### src/rtl/cts_pkg.sv
`timescale 1ns/1ps
// Package: shared widths, table entry layout and engine state encoding
// for the masked connection table search.
package cts_pkg;
    localparam int ID_W  = 24;   // full connection identifier width
    localparam int VPI_W = 8;    // path byte at the top of the identifier

    // One table entry: stored identifier plus don't-care mask (1 = ignore).
    typedef struct packed {
        logic [ID_W-1:0] value;
        logic [ID_W-1:0] mask;
    } entry_t;

    typedef enum logic {
        ST_IDLE   = 1'b0,
        ST_SEARCH = 1'b1
    } state_t;
endpackage

### src/rtl/cts_table.sv
`timescale 1ns/1ps
// Module: cts_table
// Register-based entry storage with one write port and one asynchronous
// read port. Every entry resets to IDLE_VALUE with a zero mask.
// Assumes ENTRIES is a power of two so the address covers it exactly.
module cts_table #(
    parameter int                    ENTRIES    = 16,
    parameter logic [cts_pkg::ID_W-1:0] IDLE_VALUE = '0,
    localparam int                   AW         = $clog2(ENTRIES)
) (
    input  logic                clk,
    input  logic                rst_n,
    input  logic                wr_en,
    input  logic [AW-1:0]       wr_addr,
    input  cts_pkg::entry_t     wr_entry,
    input  logic [AW-1:0]       rd_addr,
    output cts_pkg::entry_t     rd_entry
);
    import cts_pkg::*;

    entry_t mem [ENTRIES];

    for (genvar e = 0; e < ENTRIES; e++) begin : g_entry
        // Holds one entry; loads on a write aimed at this address.
        always_ff @(posedge clk) begin
            if (!rst_n) begin
                mem[e].value <= IDLE_VALUE;
                mem[e].mask  <= '0;
            end else if (wr_en && (wr_addr == AW'(e))) begin
                mem[e] <= wr_entry;
            end
        end
    end

    // Presents the entry addressed by the search counter.
    always_comb rd_entry = mem[rd_addr];
endmodule

### src/rtl/cts_update.sv
`timescale 1ns/1ps
// Module: cts_update
// Holds one table write request and releases it only while the search
// engine is idle, so a walk never sees the table change under it.
// Assumes a newer request may overwrite an older one still pending.
module cts_update #(
    parameter int  ENTRIES = 16,
    localparam int AW      = $clog2(ENTRIES)
) (
    input  logic                clk,
    input  logic                rst_n,
    input  logic                upd_en,
    input  logic [AW-1:0]       upd_addr,
    input  logic [cts_pkg::ID_W-1:0] upd_value,
    input  logic [cts_pkg::ID_W-1:0] upd_mask,
    input  logic                engine_busy,
    output logic                wr_en,
    output logic [AW-1:0]       wr_addr,
    output cts_pkg::entry_t     wr_entry
);
    import cts_pkg::*;

    logic            pend_q;
    logic [AW-1:0]   pend_addr_q;
    entry_t          pend_entry_q;

    // Releases the pending write once the engine is idle.
    always_comb wr_en = pend_q && !engine_busy;
    always_comb wr_addr  = pend_addr_q;
    always_comb wr_entry = pend_entry_q;

    // Captures a new request or retires the pending one once written.
    always_ff @(posedge clk) begin
        if (!rst_n) begin
            pend_q       <= 1'b0;
            pend_addr_q  <= '0;
            pend_entry_q <= '0;
        end else if (upd_en) begin
            pend_q             <= 1'b1;
            pend_addr_q        <= upd_addr;
            pend_entry_q.value <= upd_value;
            pend_entry_q.mask  <= upd_mask;
        end else if (wr_en) begin
            pend_q <= 1'b0;
        end
    end
endmodule

### src/rtl/cts_match.sv
`timescale 1ns/1ps
// Module: cts_match
// Pure combinational compare of one captured identifier with one entry.
// Produces a full hit, a path-byte-only hit, and the retired indication.
// Assumes the path byte is the top VPI_W bits of the identifier.
module cts_match (
    input  logic [cts_pkg::ID_W-1:0] cell_id,
    input  cts_pkg::entry_t          entry,
    output logic                     full_hit,
    output logic                     vpi_hit,
    output logic                     retired
);
    import cts_pkg::*;

    logic [ID_W-1:0] diff_bits;

    for (genvar l = 0; l < ID_W; l++) begin : g_bit
        assign diff_bits[l] = (cell_id[l] ^ entry.value[l]) & ~entry.mask[l];
    end

    // Judges the entry: full compare, path-only compare, retired flag.
    always_comb begin
        retired  = &entry.mask;
        full_hit = ~|diff_bits && !retired;
        vpi_hit  = ~|diff_bits[ID_W-1 -: VPI_W]
                   && !(&entry.mask[ID_W-1 -: VPI_W]) && !retired;
    end
endmodule

### src/rtl/cts_engine.sv
`timescale 1ns/1ps
// Module: cts_engine
// Search controller: captures the identifier, steps the address counter
// one entry per cycle, and registers the result flags. Bypass is honoured
// only while idle. Assumes the table read is combinational.
module cts_engine #(
    parameter int  ENTRIES = 16,
    localparam int AW      = $clog2(ENTRIES),
    localparam logic [AW-1:0] LAST = AW'(ENTRIES - 1)
) (
    input  logic                clk,
    input  logic                rst_n,
    input  logic                header_ok,
    input  logic                id_avail,
    input  logic                bypass,
    input  logic                ext_tag,
    input  logic [cts_pkg::ID_W-1:0] cell_id,
    input  logic                full_hit,
    input  logic                vpi_hit,
    output logic [cts_pkg::ID_W-1:0] cell_q,
    output logic [AW-1:0]       addr_q,
    output logic                busy,
    output logic                conn_valid,
    output logic                conn_invalid,
    output logic                idle_cell,
    output logic [AW-1:0]       conn_id
);
    import cts_pkg::*;

    state_t state_q;
    logic   start;
    logic   accept;

    // Decodes the search start condition and entry acceptance.
    always_comb begin
        start  = (state_q == ST_IDLE) && header_ok && id_avail && !bypass;
        accept = full_hit || vpi_hit;
        busy   = (state_q == ST_SEARCH);
    end

    // Sequences the walk and registers the result flags.
    always_ff @(posedge clk) begin
        if (!rst_n) begin
            state_q      <= ST_IDLE;
            cell_q       <= '0;
            addr_q       <= '0;
            conn_valid   <= 1'b0;
            conn_invalid <= 1'b0;
            idle_cell    <= 1'b0;
            conn_id      <= '0;
        end else begin
            unique case (state_q)
                ST_IDLE: begin
                    if (start) begin
                        state_q      <= ST_SEARCH;
                        cell_q       <= cell_id;
                        addr_q       <= '0;
                        conn_valid   <= 1'b0;
                        conn_invalid <= 1'b0;
                        idle_cell    <= 1'b0;
                        conn_id      <= '0;
                    end else if (bypass) begin
                        conn_valid   <= ext_tag;
                        conn_invalid <= 1'b0;
                        idle_cell    <= 1'b0;
                        conn_id      <= '0;
                    end
                end
                ST_SEARCH: begin
                    if (accept) begin
                        state_q    <= ST_IDLE;
                        conn_valid <= 1'b1;
                        conn_id    <= addr_q;
                        idle_cell  <= full_hit && (addr_q == '0);
                    end else if (addr_q == LAST) begin
                        state_q      <= ST_IDLE;
                        conn_invalid <= 1'b1;
                    end else begin
                        addr_q <= addr_q + 1'b1;
                    end
                end
                default: state_q <= ST_IDLE;
            endcase
        end
    end
endmodule

### src/rtl/conn_table_search.sv
`timescale 1ns/1ps
// Module: conn_table_search
// Top of the masked sequential connection table search: table storage,
// deferred write path, per-entry comparator and search controller.
// Assumes ENTRIES is a power of two; identifier width comes from cts_pkg.
module conn_table_search #(
    parameter int                       ENTRIES    = 16,
    parameter logic [cts_pkg::ID_W-1:0] IDLE_VALUE = '0,
    localparam int                      AW         = $clog2(ENTRIES)
) (
    input  logic                        clk,
    input  logic                        rst_n,
    input  logic                        header_ok,
    input  logic                        id_avail,
    input  logic                        bypass,
    input  logic                        ext_tag,
    input  logic [cts_pkg::ID_W-1:0]    cell_id,
    input  logic                        upd_en,
    input  logic [AW-1:0]               upd_addr,
    input  logic [cts_pkg::ID_W-1:0]    upd_value,
    input  logic [cts_pkg::ID_W-1:0]    upd_mask,
    output logic                        busy,
    output logic                        conn_valid,
    output logic                        conn_invalid,
    output logic                        idle_cell,
    output logic [AW-1:0]               conn_id
);
    import cts_pkg::*;

    logic            wr_en;
    logic [AW-1:0]   wr_addr;
    entry_t          wr_entry;
    entry_t          rd_entry;
    logic [AW-1:0]   addr_q;
    logic [ID_W-1:0] cell_q;
    logic            full_hit;
    logic            vpi_hit;
    logic            retired;

    cts_update #(.ENTRIES(ENTRIES)) u_update (
        .clk         (clk),
        .rst_n       (rst_n),
        .upd_en      (upd_en),
        .upd_addr    (upd_addr),
        .upd_value   (upd_value),
        .upd_mask    (upd_mask),
        .engine_busy (busy),
        .wr_en       (wr_en),
        .wr_addr     (wr_addr),
        .wr_entry    (wr_entry)
    );

    cts_table #(.ENTRIES(ENTRIES), .IDLE_VALUE(IDLE_VALUE)) u_table (
        .clk      (clk),
        .rst_n    (rst_n),
        .wr_en    (wr_en),
        .wr_addr  (wr_addr),
        .wr_entry (wr_entry),
        .rd_addr  (addr_q),
        .rd_entry (rd_entry)
    );

    cts_match u_match (
        .cell_id  (cell_q),
        .entry    (rd_entry),
        .full_hit (full_hit),
        .vpi_hit  (vpi_hit),
        .retired  (retired)
    );

    cts_engine #(.ENTRIES(ENTRIES)) u_engine (
        .clk          (clk),
        .rst_n        (rst_n),
        .header_ok    (header_ok),
        .id_avail     (id_avail),
        .bypass       (bypass),
        .ext_tag      (ext_tag),
        .cell_id      (cell_id),
        .full_hit     (full_hit),
        .vpi_hit      (vpi_hit),
        .cell_q       (cell_q),
        .addr_q       (addr_q),
        .busy         (busy),
        .conn_valid   (conn_valid),
        .conn_invalid (conn_invalid),
        .idle_cell    (idle_cell),
        .conn_id      (conn_id)
    );

    // Retired entries already fail both hits inside the comparator; this
    // immediate check ties that outcome to the separately driven flag.
    always_comb begin
        if (rst_n && retired) begin
            a_retired_rejected_r5 : assert (!full_hit && !vpi_hit);
        end
    end
endmodule

### config.mk
export PLATFORM = sky130hd
export DESIGN_NAME = conn_table_search
export DESIGN_NICKNAME = d
export VERILOG_FILES = /design/src/rtl/cts_pkg.sv /design/src/rtl/cts_table.sv /design/src/rtl/cts_update.sv /design/src/rtl/cts_match.sv /design/src/rtl/cts_engine.sv /design/src/rtl/conn_table_search.sv
export SDC_FILE = /design/constraint.sdc
export NUM_CORES = 1
export LEC_CHECK = 0
export BUFFER_PORTS_ARGS = -buffer_cell sky130_fd_sc_hd__clkbuf_2
export CAP_MARGIN = 20
export CELL_PAD_IN_SITES_DETAIL_PLACEMENT = 1
export CELL_PAD_IN_SITES_GLOBAL_PLACEMENT = 1
export CORE_UTILIZATION = 45
export CTS_BUF_LIST = sky130_fd_sc_hd__clkbuf_8 sky130_fd_sc_hd__clkbuf_16
export CTS_CLUSTER_SIZE = 40
export DETAILED_ROUTE_END_ITERATION = 8
export PLACE_DENSITY = 0.71
export REMOVE_ABC_BUFFERS = 1
export SYNTH_ARGS = -nofsm -noshare
export SYNTH_HDL_FRONTEND = slang
export SYNTH_SLANG_ARGS = --single-unit
### constraint.sdc
create_clock -name clk -period 12.6 [get_ports clk]
set_input_delay 1.89 -clock clk [delete_from_list [all_inputs] [get_ports clk]]
set_output_delay 1.89 -clock clk [all_outputs]
set_load 0.02 [all_outputs]
== Yosys cells after proc, flatten, opt, wreduce, memory -nomap -nowiden ==
Memories as Yosys holds them, arrays and structs flattened. A register that Yosys moved wholly into a read port is not among the register bits.
Index checks and enable logic that the tools add are counted.
Widths: inputs -> output; s select.
Storage, ports and cells
  register bits after elaboration: 89
  bits in latches: 0
  RAM bits: 768
  bits in read-only memories: 0
  input port bits: 83
  output and inout bits: 8
  logic and storage cells: 258
  memories kept: 1
Cells by class
  add/sub/neg operators: 1
  multiply operators: 0
  divide/modulo/power cells: 0
  $lt $le $gt $ge: 0
  eq/ne operators: 22
  shift-type cells: 0
  multiplexer cells: 92
  bitwise operators: 89
  reductions and logical operators: 42
Memory list
  u_table.mem: words 16, bits a word 48, read ports 1, clocked after memory_dff 1, wr ports 16, RTL line cts_table.sv:21  | entry_t mem [ENTRIES];
Operators with widths (count)
  $mux 48: 16
  $mux 1: 62
  $eq 4x4->1 const B: 9
  $mux 4: 8
  $not 1->1: 25
  $and 1x1->1: 24
  $logic_and 1x1->1: 24
  $reduce_and 24->1: 1
  $reduce_or 24->1: 1
  $xor 1x1->1: 24
  $eq 4x3->1 const B: 4
  $or 1x1->1: 16
  $pmux 4 s2: 2
  $eq 4x2->1 const B: 2
  $logic_not 4->1: 2
  $ne 2x2->1 const B: 4
  $pmux 1 s2: 4
  $reduce_and 8->1: 1
  $reduce_or 8->1: 1
  $logic_not 1->1: 6
  $reduce_and 3->1: 2
  $add 4x1->4 const B: 1
  $eq 4x1->1 const B: 1
  $reduce_and 2->1: 2
  4 further kinds: 4

== Longest topological paths before layout ==
  depth after elaboration: 11
  gate-level depth with buffers: 17
  mapped depth without buffers: 10

== By module ==
From an unflattened synthesis, not the netlist that was laid out.
Unflattened totals
  cell total of the unflattened synthesis: 2500
  area total of the unflattened synthesis: 37945.1 µm²
Modules (own cells, without submodules)
  cts_table: instances 1, cells each 2114, area each 34160.3 µm², seq. area each 23062.1 µm²
  cts_update: instances 1, cells each 171, area each 2029.4 µm², seq. area each 1061.0 µm²
  cts_engine: instances 1, cells each 165, area each 1376.3 µm², seq. area each 720.7 µm²
  cts_match: instances 1, cells each 50, area each 379.1 µm², seq. area each 0.0 µm²

== Worst setup path after synthesis ==
No wires, ideal clock.
  path kind: flip-flop to flip-flop
  from: register u_engine.state_q (netlist: u_engine.busy)
  to: memory u_table.mem[4][0] in the netlist's numbering (enable)
  setup time: 0.520 ns
  arrival time: 4.590 ns
  required time: 12.080 ns
  setup slack: 7.490 ns
  stages on the path, launching flop included: 7
  buffers on the path: 2
  clock period less this slack: 5.110 ns
  path through: dfxtp_1 > buf_4 > inv_1 > nand2_1 > or3_1 > clkbuf_1 > o21ai_0
RTL lines
  start, declared: RTL line cts_engine.sv:30  | state_t state_q;
  start signal, assigned: RTL line cts_engine.sv:44  | state_q <= ST_IDLE;
  start signal, assigned: RTL line cts_engine.sv:55  | state_q <= ST_SEARCH;
  start signal, assigned: RTL line cts_engine.sv:71  | state_q <= ST_IDLE;
  end, declared: RTL line cts_table.sv:21

==> impl_metrics.toml <==
[timing]
setup_slack_ns = 6.967
skew_ns = 0.01616
fin_hold_ws_ns = 0.4913
final_max_slew_viol_count = 0
tns_ns = 0
period_share_pct = 44.71
max_freq_mhz = 177.5
fin_crit_ns = 5.633
finalSetupViolCount = 0
tightest_slew_ns = 1.194
grt_setup_unrepaired = "no"
hold_viol_final = 0
slew_headroom_pct = 19.55

[routing]
vias = 23330
drt-total-wl_um = 120600
drtPass1Iterations = 6
ant_nets = 0
avgViaCountPerCell = 6.026
drt_iter0_markers = 2586
wl_per_cell_um = 31.15
drc = 0

[setup_path]
crit_type = "register to register"
worst_ep_arrival_time_ns = 6.17
required_ns = 13.14
start_kind = "register"
cp_max_fo = 40
cp-end-kind = "register"

[floorplanning]
io_pins = 91
dieArea_um2 = 87940
die_w_um = 296.5
core_um2 = 85550
die_h_um = 296.5
rows = 107
start_util_pct = 45.64

[power]
p_int_mw = 4.797
total_power_mw = 6.240
p_leak_nw = 15.69
p_switching_mw = 1.443
pwr-share-clk_pct = 41.7
switching_share_pct = 23.13
ir_worst_vdd_mv = 0.09776
power_frac_seq_pct = 52.6
p_per_area_nw_per_um2 = 143.4
p_comb_share_pct = 5.7

[synth]
ys_ff_latch = 861
synth_seq_area_share_pct = 63.84
syn_area_per_cell_um2 = 14.82
syn_area_um2 = 39040
ys_warn_count = 0
synth_cell_types = 70
synth-edff-count = 768
yosys_most_used_dff = "edfxtp_1"
syn_inst = 2635
synthArstFlopShare_pct = 0

[clocking]
clock_latency_ns = 0.66
clk_pin_slew_ns = 0.06
postCtsHoldBufs = 0
root_buffer = "clkbuf_16"
cts_tree = "yes"
post_cts_buffers = 0
cts_resized = 0
clockBufferDepth = 3
clock-sinks = 861
ctsHtreeMaxLevel = 3
numCtsBuffers = 92

[worst_hold_path]
hold_path_class = "register to register"

[outcome]
run_status = "complete, no violations"

[run]
maxCapViolCount = 0

[grt]
grt_max_degree = 92
antenna_found_initial = 5
grt_pass1_vias = 24490
track_usage_pct = 27.82
grt_pass1_wl_um = 173600
grt-ovfl-total = 0

[placement]
placement.setup.worst_slack_ns = 6.992
port_buffers = 90
hpwl_um = 62980
gp_congestion = 0.8052

[layout]
drive_gt1_share_pct = 18.09
fill_cells = 8193
area_growth_pct = 11.43
fin_nets = 2732
fin_util_pct = 50.85
[sequential cells by signal, summed over array words and instances (netlist names), named ones only]
signal and flops:
u_engine.conn_id 4, u_engine.busy 1, u_engine.conn_invalid 1, u_update.pend_q 1, u_engine.idle_cell 1, u_engine.cell_q 24, u_engine.addr_q 4, u_update.wr_addr 4
u_engine.conn_valid 1, u_update.wr_entry 48, u_table.mem 768
[critical path, stage by stage (launching register included)]
cell and delay (ns):
dfxtp_4 0.85, buf_4 0.65, inv_1 0.62, mux4_2 0.66, xnor2_1 0.19, nor2_1 0.07
a2111o_1 0.33, a2111oi_4 0.47, or4b_4 0.60, o21ai_2 0.50, o21bai_1 0.22, a32o_1 0.30
[final timing paths]
check | start | to | slack, ns | cells past startpoint
worst min register to register | u_engine.cell_q[7] | u_engine.cell_q[7] | 0.49 | 2
worst max register to register | register | u_engine.conn_id[1] | 6.97 | 11
worst min-delay path | u_engine.cell_q[7] | u_engine.cell_q[7] | 0.49 | 2
worst max-delay path | register | u_engine.conn_id[1] | 6.97 | 11
[cell usage after synthesis, types with 10 or more instances]
| library cell | n | area [um2] |
|---|---|---|
| a221oi_1 | 11 | 96.34 |
| nor2b_1 | 69 | 431.7 |
| dfxtp_1 | 93 | 1862 |
| nand3_1 | 13 | 65.06 |
| buf_4 | 28 | 210.2 |
| mux2_2 | 16 | 180.2 |
| clkbuf_1 | 157 | 589.3 |
| o21ai_0 | 27 | 135.1 |
| a22o_1 | 10 | 87.58 |
| buf_6 | 11 | 123.9 |
| and2_1 | 778 | 4867 |
| a22oi_1 | 26 | 195.2 |
| edfxtp_1 | 768 | 23060 |
| mux2i_1 | 144 | 1441 |
| mux4_2 | 162 | 3649 |
| nor2_1 | 32 | 120.1 |
| xor2_1 | 10 | 87.58 |
| a21boi_0 | 25 | 187.7 |
| nand2_1 | 82 | 307.8 |
| buf_2 | 22 | 110.1 |
[layer usage]
layer	vias to the layer above	track usage, %	wire (um)	share of wire, %
met5	-	0	0	0
met4	0	8.059	2734	2.3
met1	12470	38.40	49980	41
met2	1032	46.22	58890	49
met3	151	3.586	8978	7.4
li1	9670	-	-	-
[cell usage in the layout, fill, tap and decap left out, types with 7 or more instances in the layout]
master       n
and2_1     778
edfxtp_1   768
mux4_2     162
mux2i_1    144
clkbuf_16   95
dfxtp_1     89
clkbuf_2    88
nand2_1     82
nor2b_1     69
buf_4       50
inv_1       38
a22oi_1     26
a21boi_0    25
clkinv_1    20
nor2_1      16
o21ai_4     16
nor2_4      16
mux2_2      16
clkinv_2    16
nand3_1     12
o21ai_0     11
a221oi_1    11
a22o_1      10
xor2_1      10
nand4_1      9
o22ai_1      9
a21oi_1      9
a31oi_1      8
xnor2_1      8
nand2b_1     7
a211oi_1     7
o211ai_1     7
mux4_1       7
nor3_1       7
[through the flow]
step / cells / area (um2)
final: 3871 / 43500
after global routing: 3869 / 43500
after CTS: 3867 / 43440
after detailed placement: 3695 / 40580
after global placement: 3694 / 40550
after floorplan: 2411 / 37960
[cell families after synthesis]
group,Yosys count,synth area share [%]
simple gates,1020,15.61
flops,861,63.84
mux,329,13.97
buf+inv,235,2.881
compound gates,170,3.227
xor+xnor,18,0.4038
fa+ha+maj,2,0.06409
[area by class of cell]
class                   instances  area (um2)  share of cell area, %
diodes                          2       5.005                0.01150
flip-flops and latches        861       24940                  57.33
clock buffers                  99        2432                  5.591
well taps                    1144        1431                  3.290
clock inverters                73       434.2                 0.9980
repair buffers                142       918.4                  2.111
multi-input cells            1539       13300                  30.58
inverters                      11       41.29                0.09491
[power by group through the flow]
stage                     Sequential, mW  Clock, mW  Combinational (mW)
after global placement              3.33          0               0.347
after CTS                           3.28       2.63               0.355
after detailed placement            3.34          0               0.353
after global routing                3.29       2.73               0.373
final                               3.28       2.60               0.357
after floorplan                     3.33          0               0.187
Note: power is estimated with default switching activity, not from simulation.
